[src/rtl/ubb_pkg.sv]
package ubb_pkg;

    localparam int BYTE_W = 8;

    localparam logic [BYTE_W-1:0] OP_WRITE = 8'h00;
    localparam logic [BYTE_W-1:0] OP_READ  = 8'h01;
    localparam logic [BYTE_W-1:0] RESP_ACK = 8'h02;

    typedef enum logic [2:0] {
        ST_IDLE,
        ST_ADDR,
        ST_WDATA,
        ST_WR_ISSUE,
        ST_RD_ISSUE,
        ST_RD_WAIT,
        ST_RESP
    } seq_state_t;

    typedef enum logic {
        OPK_WRITE,
        OPK_READ
    } op_kind_t;

    typedef struct packed {
        logic addr_clr;
        logic addr_shift;
        logic wdata_load;
        logic load_rdata;
        logic load_ack;
    } seq_ctl_t;

    function automatic logic is_known_op(input logic [BYTE_W-1:0] b);
        return (b == OP_WRITE) || (b == OP_READ);
    endfunction

    function automatic op_kind_t op_of(input logic [BYTE_W-1:0] b);
        return (b == OP_READ) ? OPK_READ : OPK_WRITE;
    endfunction

endpackage

[src/rtl/ubb_addr_collect.sv]
module ubb_addr_collect
    import ubb_pkg::*;
#(
    parameter int ADDR_W = 24
) (
    input  logic              clk,
    input  logic              rst,
    input  logic              clr,
    input  logic              shift,
    input  logic [BYTE_W-1:0] byte_in,
    output logic              last_slot,
    output logic [ADDR_W-1:0] addr
);
    localparam int SLOTS = ADDR_W / BYTE_W;
    localparam int CNT_W = (SLOTS > 1) ? $clog2(SLOTS) : 1;

    logic [CNT_W-1:0] cnt;

    always_ff @(posedge clk) begin
        if (rst || clr) begin
            cnt <= '0;
        end else if (shift && !last_slot) begin
            cnt <= cnt + 1'b1;
        end
    end

    assign last_slot = (cnt == CNT_W'(SLOTS - 1));

    for (genvar g = 0; g < SLOTS; g++) begin : g_slot
        logic [BYTE_W-1:0] slot_q;
        always_ff @(posedge clk) begin
            if (rst) begin
                slot_q <= '0;
            end else if (shift && cnt == CNT_W'(g)) begin
                slot_q <= byte_in;
            end
        end
        assign addr[g*BYTE_W +: BYTE_W] = slot_q;
    end

    AST_CNT_RANGE: assert property (@(posedge clk) disable iff (rst)
        cnt <= CNT_W'(SLOTS - 1));

    AST_CLR_RESTARTS: assert property (@(posedge clk) disable iff (rst)
        clr |=> cnt == '0);

endmodule

[src/rtl/ubb_seq.sv]
module ubb_seq
    import ubb_pkg::*;
(
    input  logic              clk,
    input  logic              rst,
    input  logic              rx_valid,
    input  logic [BYTE_W-1:0] rx_data,
    input  logic              addr_last,
    input  logic              bus_rvalid,
    input  logic              tx_ready,
    output seq_ctl_t          ctl,
    output logic              bus_rd,
    output logic              bus_wr,
    output logic              tx_valid
);
    seq_state_t state_q, state_d;
    op_kind_t   op_q, op_d;

    always_ff @(posedge clk) begin
        if (rst) begin
            state_q <= ST_IDLE;
            op_q    <= OPK_WRITE;
        end else begin
            state_q <= state_d;
            op_q    <= op_d;
        end
    end

    always_comb begin
        state_d = state_q;
        op_d    = op_q;
        ctl     = '0;
        unique case (state_q)
            ST_IDLE: begin
                if (rx_valid && is_known_op(rx_data)) begin
                    op_d         = op_of(rx_data);
                    ctl.addr_clr = 1'b1;
                    state_d      = ST_ADDR;
                end
            end
            ST_ADDR: begin
                if (rx_valid) begin
                    ctl.addr_shift = 1'b1;
                    if (addr_last) begin
                        state_d = (op_q == OPK_READ) ? ST_RD_ISSUE : ST_WDATA;
                    end
                end
            end
            ST_WDATA: begin
                if (rx_valid) begin
                    ctl.wdata_load = 1'b1;
                    state_d        = ST_WR_ISSUE;
                end
            end
            ST_WR_ISSUE: begin
                ctl.load_ack = 1'b1;
                state_d      = ST_RESP;
            end
            ST_RD_ISSUE: begin
                state_d = ST_RD_WAIT;
            end
            ST_RD_WAIT: begin
                if (bus_rvalid) begin
                    ctl.load_rdata = 1'b1;
                    state_d        = ST_RESP;
                end
            end
            ST_RESP: begin
                if (tx_ready) begin
                    state_d = ST_IDLE;
                end
            end
            default: state_d = ST_IDLE;
        endcase
    end

    assign bus_wr   = (state_q == ST_WR_ISSUE);
    assign bus_rd   = (state_q == ST_RD_ISSUE);
    assign tx_valid = (state_q == ST_RESP);

    AST_RD_ONE_CYCLE: assert property (@(posedge clk) disable iff (rst)
        bus_rd |=> !bus_rd);

    AST_WR_ONE_CYCLE: assert property (@(posedge clk) disable iff (rst)
        bus_wr |=> !bus_wr);

    AST_RD_NO_EARLY_RESP: assert property (@(posedge clk) disable iff (rst)
        bus_rd |=> !tx_valid);

    AST_IDLE_RVALID_QUIET: assert property (@(posedge clk) disable iff (rst)
        (state_q == ST_IDLE && !rx_valid) |=> !tx_valid);

endmodule

[src/rtl/ubb_resp_reg.sv]
module ubb_resp_reg
    import ubb_pkg::*;
(
    input  logic              clk,
    input  logic              rst,
    input  logic              load_rdata,
    input  logic              load_ack,
    input  logic [BYTE_W-1:0] rdata,
    output logic [BYTE_W-1:0] tx_data
);
    always_ff @(posedge clk) begin
        if (rst) begin
            tx_data <= '0;
        end else if (load_rdata) begin
            tx_data <= rdata;
        end else if (load_ack) begin
            tx_data <= RESP_ACK;
        end
    end

    AST_RESP_LOADS_EXCL: assert property (@(posedge clk) disable iff (rst)
        !(load_rdata && load_ack));
endmodule

[src/rtl/ubb_bridge.sv]
module ubb_bridge
    import ubb_pkg::*;
#(
    parameter int ADDR_W = 24
) (
    input  logic              clk,
    input  logic              rst,
    input  logic [BYTE_W-1:0] rx_data,
    input  logic              rx_valid,
    output logic [BYTE_W-1:0] tx_data,
    output logic              tx_valid,
    input  logic              tx_ready,
    output logic [ADDR_W-1:0] bus_addr,
    output logic [BYTE_W-1:0] bus_wdata,
    output logic              bus_wr,
    output logic              bus_rd,
    input  logic [BYTE_W-1:0] bus_rdata,
    input  logic              bus_rvalid
);
    seq_ctl_t ctl;
    logic     addr_last;

    ubb_seq u_seq (
        .clk        (clk),
        .rst        (rst),
        .rx_valid   (rx_valid),
        .rx_data    (rx_data),
        .addr_last  (addr_last),
        .bus_rvalid (bus_rvalid),
        .tx_ready   (tx_ready),
        .ctl        (ctl),
        .bus_rd     (bus_rd),
        .bus_wr     (bus_wr),
        .tx_valid   (tx_valid)
    );

    ubb_addr_collect #(.ADDR_W(ADDR_W)) u_addr (
        .clk       (clk),
        .rst       (rst),
        .clr       (ctl.addr_clr),
        .shift     (ctl.addr_shift),
        .byte_in   (rx_data),
        .last_slot (addr_last),
        .addr      (bus_addr)
    );

    ubb_resp_reg u_resp (
        .clk        (clk),
        .rst        (rst),
        .load_rdata (ctl.load_rdata),
        .load_ack   (ctl.load_ack),
        .rdata      (bus_rdata),
        .tx_data    (tx_data)
    );

    always_ff @(posedge clk) begin
        if (rst) begin
            bus_wdata <= '0;
        end else if (ctl.wdata_load) begin
            bus_wdata <= rx_data;
        end
    end

    AST_TX_HOLD: assert property (@(posedge clk) disable iff (rst)
        (tx_valid && !tx_ready) |=> (tx_valid && $stable(tx_data)));

    AST_TX_DROP: assert property (@(posedge clk) disable iff (rst)
        (tx_valid && tx_ready) |=> !tx_valid);

    AST_ACK_AFTER_WR: assert property (@(posedge clk) disable iff (rst)
        bus_wr |=> (tx_valid && tx_data == RESP_ACK));

    AST_BUSY_QUIET: assert property (@(posedge clk) disable iff (rst)
        tx_valid |-> (!bus_rd && !bus_wr));

    AST_ONE_STROBE: assert property (@(posedge clk) disable iff (rst)
        $countones({bus_rd, bus_wr}) <= 1);

    AST_ADDR_STABLE_RD: assert property (@(posedge clk) disable iff (rst)
        bus_rd |=> $stable(bus_addr));

endmodule

[config.mk]
export PLATFORM = sky130hd
export DESIGN_NAME = ubb_bridge
export DESIGN_NICKNAME = d
export VERILOG_FILES = /design/src/rtl/ubb_pkg.sv /design/src/rtl/ubb_addr_collect.sv /design/src/rtl/ubb_seq.sv /design/src/rtl/ubb_resp_reg.sv /design/src/rtl/ubb_bridge.sv
export SDC_FILE = /design/constraint.sdc
export NUM_CORES = 1
export LEC_CHECK = 0
export ABC_CLOCK_PERIOD_IN_PS = 1960
export BUFFER_PORTS_ARGS = -buffer_cell sky130_fd_sc_hd__clkbuf_2
export CAP_MARGIN = 0
export CORE_MARGIN = 5
export CORE_UTILIZATION = 25
export DETAILED_ROUTE_END_ITERATION = 16
export PLACE_DENSITY_LB_ADDON = 0.08
export RECOVER_POWER = 100
export SYNTH_ARGS = -nofsm -noshare
export SYNTH_HDL_FRONTEND = slang
export SYNTH_HIERARCHICAL = 1
export SYNTH_SLANG_ARGS = --single-unit
[constraint.sdc]
create_clock -name clk -period 1.96 [get_ports clk]
set_clock_uncertainty 0.05 [all_clocks]
set_input_delay 0.196 -clock clk [delete_from_list [all_inputs] [get_ports clk]]
set_output_delay 0.196 -clock clk [all_outputs]
set_load 0.02 [all_outputs]
==> flow_summary.json <==
{
  "status": "finished clean",
  "slowest_delay_ns": 0.47,
  "syn2layout_area_growth_pct": 18.6,
  "crit_buf_inv": 2,
  "yosysUniqueCellTypes": 36,
  "synth.top_cells.by_area": "dfxtp_1, nand2_1, a21oi_1",
  "critPathTopFamily": "buffers and inverters",
  "finalSetupViolations": 0,
  "drive_gt1_frac": 0.141,
  "clockBufferDepth": 2,
  "required_ns": 2.09,
  "routed_wl_um": 5410,
  "synth_edf_count": 0,
  "leakagePower_nw": 0.783,
  "place_ws_ns": 0.450,
  "finalMaxSlewViolations": 0,
  "initial_utilization": 0.259,
  "rows": 32,
  "fmax_mhz": 624,
  "dieHeight_um": 99.9,
  "grt_use_total": 0.107,
  "synth_compound_area_frac": 0.138,
  "tightest_slew_ns": 0.572,
  "setup.worst_path.end_class": "register",
  "antenna_found_initial": 0,
  "vias": 1703,
  "place.gp.congestion": 0.739,
  "maxCapViolCount": 0,
  "synth.net_count": 248,
  "power_density_mw_per_mm2": 663,
  "synth-seq-cells": 46,
  "final_nets": 308,
  "clock_latency_ns": 0.29,
  "syn_inst": 223,
  "placedCellCount": 378,
  "drt.antenna.violating_nets": 0,
  "yosysMostFrequentCell": "dfxtp_1",
  "drcViolationCount": 0,
  "critPathKind": "register to register",
  "crit_path_start_kind": "register",
  "numCtsBuffers": 5,
  "total_power_mw": 1.59,
  "fin_crit_sh": 0.818,
  "cts_resized": 0,
  "clock_sinks": 46,
  "first_global_vias": 1650,
  "fin_cells": 386,
  "firstDrtPassIters": 4,
  "dp_hpwl_um": 3850,
  "cts_tree": "built",
  "synth_ff_type": "dfxtp_1",
  "slew_headroom": 0.619,
  "fp.dieW_um": 99.9,
  "synthAdderAreaFrac": 0.0248,
  "core_mm2": 0.00781,
  "grt-ovfl-total": 0,
  "fillers": 908,
  "finalSetupTns_ns": 0,
  "portBuffers": 63,
  "synth_top_family_by_area": "simple AND/OR/NAND/NOR gates",
  "synth_simple_gate_area_frac": 0.255,
  "wl_per_cell_um": 14.0,
  "worstPathArrival_ns": 1.73,
  "drtIter0Drc": 48,
  "synth_common_cells": "dfxtp_1, nand2_1, a21oi_1",
  "synth_top_area_share": 0.456,
  "cts_setup_buffers": 0,
  "hold_viol": 0,
  "hold_class": "primary input to register",
  "yosysTopAreaCell": "dfxtp_1",
  "grt_pass1_wl_um": 8420,
  "cts_root_buf": "clkbuf_8",
  "cts_hold_buf": 0,
  "fin_crit_ns": 1.60,
  "worstPathMaxFanout": 10,
  "ir_worst_vdd_mv": 0.246,
  "avgSynthCellArea_um2": 9.06,
  "synth_warnings": 6,
  "rsz0062_at_grt": "no",
  "async_reset_ff_frac": 0,
  "die_area_mm2": 0.00998,
  "crit_chain": "buf_4 > nor3b_1 > clkbuf_1 > mux2i_1 > nor2_1",
  "htreeDepth": 2,
  "synth-xor-area-share": 0.00434,
  "ys_seq_area_frac": 0.456,
  "netlist_area_mm2": 0.00202,
  "antennaDiodeCount": 0,
  "clk_pin_slew_ns": 0.09,
  "postLayoutSetupSlackWorst_ns": 0.357,
  "io_pins": 64,
  "routed_via_density": 4.41,
  "cpMaxStageDelayCell": "clkbuf_1",
  "muxShareOfSynthArea": 0.0496,
  "grt_max_degree": 29
}
==> metrics by stage <==
step                hold slack (ns)  utilization  instance area, um^2
floorplan                     0.215            -                 2020
global placement              0.387        0.310                 2420
detailed placement            0.390        0.310                 2420
CTS                          0.0602        0.321                 2500
global route                 0.0713        0.307                 2400
finish                       0.0708        0.307                 2400
==> flip-flops by register name (all words and copies together) (netlist names) <==
signal	flops
u_addr/cnt	2
u_seq/state_q	3
u_addr/g_slot.slot_q	24
bus_wdata	8
u_seq/op_q	1
u_resp/tx_data	8
==> report_power, final <==
group | internal, mW | switching [mW]
logic | 0.0253 | 0.0508
registers | 0.934 | 0.000263
clock network | 0.252 | 0.327
total | 1.21 | 0.378
==> logic make-up after synthesis <==
kind of cell	count (synthesis)
flops	46
simple gates	96
buf+inv	26
fa+ha+maj	4
xor+xnor	1
mux	10
compound gates	40
==> tightest hold or removal path, delay by kind of cell <==
kind | cells | cell delay (ns)
compound gates | 1 | 0.05
buf+inv | 1 | 0.08
simple gates | 1 | 0.05
==> area by class of cell <==
type                    count  area, um^2  area share
repair buffers             71         329       0.137
inverters                   8        30.0      0.0125
flip-flops and latches     46         921       0.384
well taps                 102         128      0.0533
clock buffers               6        72.6      0.0303
multi-input cells         151         902       0.377
clock inverters             2        13.8     0.00574
==> cell usage in the layout, fill, tap and decap left out, types with 4 or more instances in the layout <==
master / instances
a21oi_1: 27
nor3_1: 5
o32ai_1: 6
clkbuf_8: 5
inv_1: 8
clkbuf_2: 22
nor2_1: 10
dfxtp_1: 46
mux2i_1: 10
nand3_1: 24
ha_1: 4
nand2_1: 37
buf_4: 5
clkbuf_1: 44
==> layer usage <==
| layer | track usage | routed length, um | share of wire |
|---|---|---|---|
| met5 | 0 | 0 | 0 |
| met4 | 0.0315 | 42 | 0.0078 |
| met3 | 0.0278 | 275 | 0.051 |
| met2 | 0.167 | 2410 | 0.44 |
| met1 | 0.144 | 2680 | 0.50 |
==> worst paths after layout <==
| path | start | end | slack (ns) | cells after the start |
|---|---|---|---|---|
| worst max-delay path | u_seq/state_q[1] | bus_wdata[2] | 0.36 | 5 |
| worst min-delay path | bus_rdata[5] | u_resp/tx_data[5] | 0.07 | 3 |
| worst max register to register | u_seq/state_q[1] | bus_wdata[2] | 0.36 | 5 |
| worst min register to register | u_addr/g_slot[2].slot_q[5] | u_addr/g_slot[2].slot_q[5] | 0.41 | 2 |
Note: power is estimated with default switching activity, not from simulation.
